$ cat src/rtl/lock_rel_pkg.sv
package lock_rel_pkg;
    typedef enum logic [1:0] {
        ST_IDLE      = 2'd0,
        ST_HOLD_CLK  = 2'd1,
        ST_COUNT_CYC = 2'd2,
        ST_DRAIN     = 2'd3
    } lr_state_e;
endpackage

$ cat src/rtl/lock_rel_counter.sv
module lock_rel_counter #(
    parameter int W = 8
) (
    input  logic         clk,
    input  logic         rst,
    input  logic         load,
    input  logic [W-1:0] load_val,
    input  logic         dec,
    output logic [W-1:0] cnt,
    output logic         last
);
    always_ff @(posedge clk) begin
        if (rst)
            cnt <= '0;
        else if (load)
            cnt <= load_val;
        else if (dec && cnt != '0)
            cnt <= cnt - 1'b1;
    end

    assign last = (cnt == W'(1));
endmodule

$ cat src/rtl/lock_rel_fsm.sv
module lock_rel_fsm
    import lock_rel_pkg::*;
(
    input  logic      clk,
    input  logic      rst,
    input  logic      start,
    input  logic      cyc_mode,
    input  logic      multi_clk,
    input  logic      event_hit,
    input  logic      mst_req,
    input  logic      cnt_last,
    output lr_state_e state,
    output logic      load,
    output logic      dec,
    output logic      lock
);
    lr_state_e nxt;

    always_comb begin
        nxt = state;
        unique case (state)
            ST_IDLE: begin
                if (start) begin
                    if (cyc_mode)
                        nxt = ST_COUNT_CYC;
                    else if (multi_clk)
                        nxt = ST_HOLD_CLK;
                end
            end
            ST_HOLD_CLK:  if (cnt_last) nxt = ST_IDLE;
            ST_COUNT_CYC: if (event_hit && cnt_last) nxt = ST_DRAIN;
            ST_DRAIN:     if (!mst_req) nxt = ST_IDLE;
            default:      nxt = ST_IDLE;
        endcase
    end

    always_ff @(posedge clk) begin
        if (rst)
            state <= ST_IDLE;
        else
            state <= nxt;
    end

    always_comb begin
        load = 1'b0;
        dec  = 1'b0;
        lock = 1'b0;
        unique case (state)
            ST_IDLE: begin
                load = start;
                lock = start;
            end
            ST_HOLD_CLK: begin
                dec  = 1'b1;
                lock = 1'b1;
            end
            ST_COUNT_CYC: begin
                dec  = event_hit;
                lock = 1'b1;
            end
            ST_DRAIN: lock = mst_req;
            default: ;
        endcase
    end
endmodule

$ cat src/rtl/bus_lock_release.sv
module bus_lock_release
    import lock_rel_pkg::*;
#(
    parameter int DELAY_W = 8
) (
    input  logic               clk,
    input  logic               rst,
    input  logic               cmd_valid,
    input  logic               cmd_lock,
    input  logic [DELAY_W-1:0] cmd_delay,
    input  logic               cmd_cycle_mode,
    input  logic               mst_req,
    input  logic               addr_ack,
    input  logic               timeout,
    input  logic               abort,
    output logic               lock
);
    localparam logic [DELAY_W-1:0] ONE = DELAY_W'(1);

    logic [DELAY_W-1:0] delay_eff;
    logic [DELAY_W-1:0] load_val;
    logic [DELAY_W-1:0] cnt;
    logic               cnt_last;
    logic               event_hit;
    logic               start;
    logic               load;
    logic               dec;
    lr_state_e          state;

    // zero delay behaves as one
    assign delay_eff = (cmd_delay == '0) ? ONE : cmd_delay;
    // clock mode counts the command clock itself
    assign load_val  = cmd_cycle_mode ? delay_eff : (delay_eff - ONE);
    // simultaneous completion events merge into one
    assign event_hit = addr_ack | timeout | abort;
    assign start     = cmd_valid & cmd_lock;

    lock_rel_counter #(.W(DELAY_W)) u_cnt (
        .clk      (clk),
        .rst      (rst),
        .load     (load),
        .load_val (load_val),
        .dec      (dec),
        .cnt      (cnt),
        .last     (cnt_last)
    );

    lock_rel_fsm u_fsm (
        .clk       (clk),
        .rst       (rst),
        .start     (start),
        .cyc_mode  (cmd_cycle_mode),
        .multi_clk (load_val != '0),
        .event_hit (event_hit),
        .mst_req   (mst_req),
        .cnt_last  (cnt_last),
        .state     (state),
        .load      (load),
        .dec       (dec),
        .lock      (lock)
    );

    p_hold_ends_r3: assert property (@(posedge clk) disable iff (rst)
        (state == ST_HOLD_CLK && cnt_last) |=> (state == ST_IDLE && !lock || state == ST_IDLE));

    p_count_live_r5: assert property (@(posedge clk) disable iff (rst)
        (state == ST_COUNT_CYC || state == ST_HOLD_CLK) |-> (cnt != '0));

    p_drain_follows_req_r5: assert property (@(posedge clk) disable iff (rst)
        (state == ST_DRAIN) |-> (lock == mst_req));

    p_no_reload_r7: assert property (@(posedge clk) disable iff (rst)
        (state == ST_COUNT_CYC && !event_hit) |=> $stable(cnt));

    p_one_step_r6: assert property (@(posedge clk) disable iff (rst)
        (state == ST_COUNT_CYC && !cnt_last) |=> (cnt == $past(cnt) - {{(DELAY_W-1){1'b0}}, $past(event_hit)}));
endmodule

$ cat config.mk
export PLATFORM = sky130hd
export DESIGN_NAME = bus_lock_release
export DESIGN_NICKNAME = d
export VERILOG_FILES = /design/src/rtl/lock_rel_pkg.sv /design/src/rtl/lock_rel_counter.sv /design/src/rtl/lock_rel_fsm.sv /design/src/rtl/bus_lock_release.sv
export SDC_FILE = /design/constraint.sdc
export NUM_CORES = 1
export LEC_CHECK = 0
export BUFFER_PORTS_ARGS = -buffer_cell sky130_fd_sc_hd__buf_2
export CAP_MARGIN = 10
export CORE_UTILIZATION = 61
export CTS_BUF_LIST = sky130_fd_sc_hd__clkbuf_4 sky130_fd_sc_hd__clkbuf_8
export CTS_CLUSTER_DIAMETER = 30
export DETAILED_ROUTE_END_ITERATION = 16
export PLACE_DENSITY = 0.87
export SYNTH_ARGS = -nofsm -noshare
export SYNTH_HDL_FRONTEND = slang
export SYNTH_SLANG_ARGS = --single-unit
$ cat constraint.sdc
create_clock -name clk -period 3.3 [get_ports clk]
set_input_delay 0.33 -clock clk [delete_from_list [all_inputs] [get_ports clk]]
set_output_delay 0.33 -clock clk [all_outputs]
set_load 0.01 [all_outputs]
==> impl_metrics.env <==
export IMPL_status="finished clean"
export IMPL_via_per_inst=6.12
export IMPL_maxCapViolations=0
export IMPL_finalCriticalPeriod_ns=2.22
export IMPL_cts_buffers=3
export IMPL_maxSlewHeadroom_pct=65.4
export IMPL_drtAntennaViolNets=0
export IMPL_yosysTopAreaCell="dfxtp_1"
export IMPL_setup_viol=0
export IMPL_diodes=0
export IMPL_die_w_um=41.8
export IMPL_htreeDepth=1
export IMPL_track_usage_pct=27.5
export IMPL_yosysWarnings=0
export IMPL_initialDrtViolationCount=47
export IMPL_syn_to_final_growth_pct=13.4
export IMPL_p_leak_uw=0.000427
export IMPL_clkTransAtPathRegs_ns=0.07
export IMPL_skew_ns=0.00231
export IMPL_fin_hold_ws_ns=0.320
export IMPL_holdPathStages=2
export IMPL_root_buffer="clkbuf_4"
export IMPL_io_pin_count=18
export IMPL_cts_tree="yes"
export IMPL_finalHoldViolations=0
export IMPL_power_frac_seq_pct=27.3
export IMPL_core_area_mm2=0.00138
export IMPL_rsz0062_at_grt="false"
export IMPL_max_freq_mhz=450
export IMPL_wl_per_cell_um=14.5
export IMPL_syn_inst=116
export IMPL_fin_crit_sh_pct=67.4
export IMPL_synth_cell_area_um2=965
export IMPL_async_reset_ff_share_pct=0
export IMPL_p_sw_uw=293
export IMPL_syn_nets=142
export IMPL_reg2reg_depth=5
export IMPL_placed_area_mm2=0.00106
export IMPL_synth_avg_cell_area_um2=8.32
export IMPL_criticalPathCategory="input pin to flop"
export IMPL_ctsHoldBuffers=0
export IMPL_drive_above_1_share_pct=21.6
export IMPL_drcViolationCount=0
export IMPL_die_area_mm2=0.00174
export IMPL_synth_distinct_cells=38
export IMPL_dp_hpwl_um=1690
export IMPL_grt_max_degree=17
export IMPL_p_sw_share_pct=42.3
export IMPL_setup_tns_ns=0
export IMPL_routed_wirelength_um=2170
export IMPL_grt_pass1_vias=838
export IMPL_clockBufferDepth=2
export IMPL_die_h_um=41.8
export IMPL_worstPathRequired_ns=3.50
export IMPL_final_max_slew_viol_count=0
export IMPL_clock_sinks=10
export IMPL_synth_ff_type="dfxtp_1"
export IMPL_r2r_slack_ns=1.21
export IMPL_netlist_top_cells_area="dfxtp_1 (21%), ha_1 (12%), xnor2_1 (9.1%)"
export IMPL_drt_pre_antenna_iters=4
export IMPL_grt_pass1_wl_um=3670
export IMPL_cp_max_fo=6
export IMPL_seq_area_frac_synth_pct=20.8
export IMPL_end_kind="flop"
export IMPL_clockPowerShare_pct=16.1
export IMPL_vias=912
export IMPL_start_util_pct=69.8
export IMPL_power_density_mw_per_mm2=633
export IMPL_crit_arrival_ns=2.42
export IMPL_clkLatencyLatePin_ns=0.27
export IMPL_grt_overflow=0
export IMPL_synth_seq_cells=10
export IMPL_ys_top_cells_by_count="dfxtp_1 (10), xnor2_1 (10), ha_1 (9)"
export IMPL_synth_top_cell_area_share_pct=20.8
export IMPL_place_congestion=0.819
export IMPL_cts_resized=0
export IMPL_core_rowCount=13
export IMPL_fin_area_mm2=0.00109
export IMPL_synth_enable_flop_cells=0
export IMPL_hold_class="input pin to flop"
export IMPL_post_cts_buffers=0
export IMPL_antenna_found_initial=0
export IMPL_p_comb_share_pct=56.6
export IMPL_crit_path_start_kind="input pin"
export IMPL_nets=161
export IMPL_internal_power_uw=400
export IMPL_port_buffers=17
export IMPL_vdd_drop_max_mv=0.427
export IMPL_max_slew_worst_pin_slew_ns=0.517
logic make-up (layout without fill, tap and decap cells):
logic type | Yosys count | in the layout | synth area share, %
flip-flops | 10 | 10 | 20.8
XOR/XNOR | 12 | 12 | 10.9
adder cells (fa/ha/maj) | 9 | 9 | 11.7
buffers and inverters | 11 | 29 | 4.28
AO/OA/AOI/OAI | 26 | 26 | 20.2
multiplexers | 4 | 4 | 4.15
AND/OR/NAND/NOR | 44 | 44 | 28.0
layout make-up:
class | count | area [um^2]
multi-input cells | 95 | 723
fillers | 95 | 289
flip-flops and latches | 10 | 200
repair buffers | 17 | 85.1
clock buffers | 4 | 36.3
inverters | 8 | 30.0
well taps | 15 | 18.8
path summary, 6_finish.rpt:
path	from	endpoint
max	cmd_delay[2]	u_fsm.state[0]
min reg2reg	u_fsm.state[1]	u_fsm.state[1]
max reg2reg	u_cnt.cnt[2]	u_fsm.state[0]
min	rst	u_cnt.cnt[7]
per-layer routing:
metal | routed length (um) | global-route usage [%] | up-vias
li1 | - | - | 464
met1 | 994 | 33.3 | 406
met5 | 0 | 0 | -
met3 | 115 | 5.22 | 8
met2 | 992 | 45.9 | 34
met4 | 63 | 13.5 | 0
critical path: stages:
cell and delay [ns]:
buf_2 0.14, nor4_2 0.48, a31oi_1 0.22, ha_1 0.29, nand4b_1 0.13, o31ai_1 0.08
a32o_1 0.20, a31oi_1 0.31, mux2i_1 0.24
power groups by stage:
stage | registers [uW] | clock network, uW | logic [uW]
floorplan | 185 | 0 | 307
global placement | 190 | 0 | 369
detailed placement | 192 | 0 | 382
CTS | 189 | 113 | 385
global route | 195 | 121 | 430
finish | 189 | 111 | 392
cells in the final DEF, fill, tap and decap left out, types with 2 or more instances in the layout:
| master | synthesis | routed |
|---|---|---|
| nand2_1 | 6 | 6 |
| buf_2 | 0 | 17 |
| clkbuf_4 | 0 | 3 |
| a211oi_1 | 5 | 5 |
| a31oi_1 | 2 | 2 |
| mux2i_1 | 4 | 4 |
| nor3_1 | 6 | 6 |
| nand2b_1 | 2 | 2 |
| nor4b_1 | 2 | 2 |
| nor4_1 | 4 | 4 |
| nor2b_1 | 2 | 2 |
| xor2_1 | 2 | 2 |
| xnor2_1 | 10 | 10 |
| nand3_1 | 2 | 2 |
| nor2_1 | 8 | 8 |
| a21oi_1 | 6 | 6 |
| inv_1 | 8 | 8 |
| ha_1 | 9 | 9 |
| o31ai_1 | 2 | 2 |
| dfxtp_1 | 10 | 10 |
| or3_1 | 5 | 5 |
registers in the layout (all words and copies together) (netlist names):
signal,flops
u_cnt.cnt,8
u_fsm.state,2
metrics by stage:
stage / power [uW] / cells / setup slack [ns] / utilization, %
after floorplan: 492 / 116 / 1.27 / -
after global placement: 559 / 145 / 0.954 / 76.5
after detailed placement: 575 / 145 / 0.837 / 76.5
after CTS: 688 / 149 / 1.12 / 79.1
after global routing: 746 / 149 / 0.951 / 79.1
final: 692 / 149 / 1.08 / 79.1
(Power assumes the default switching activity.)
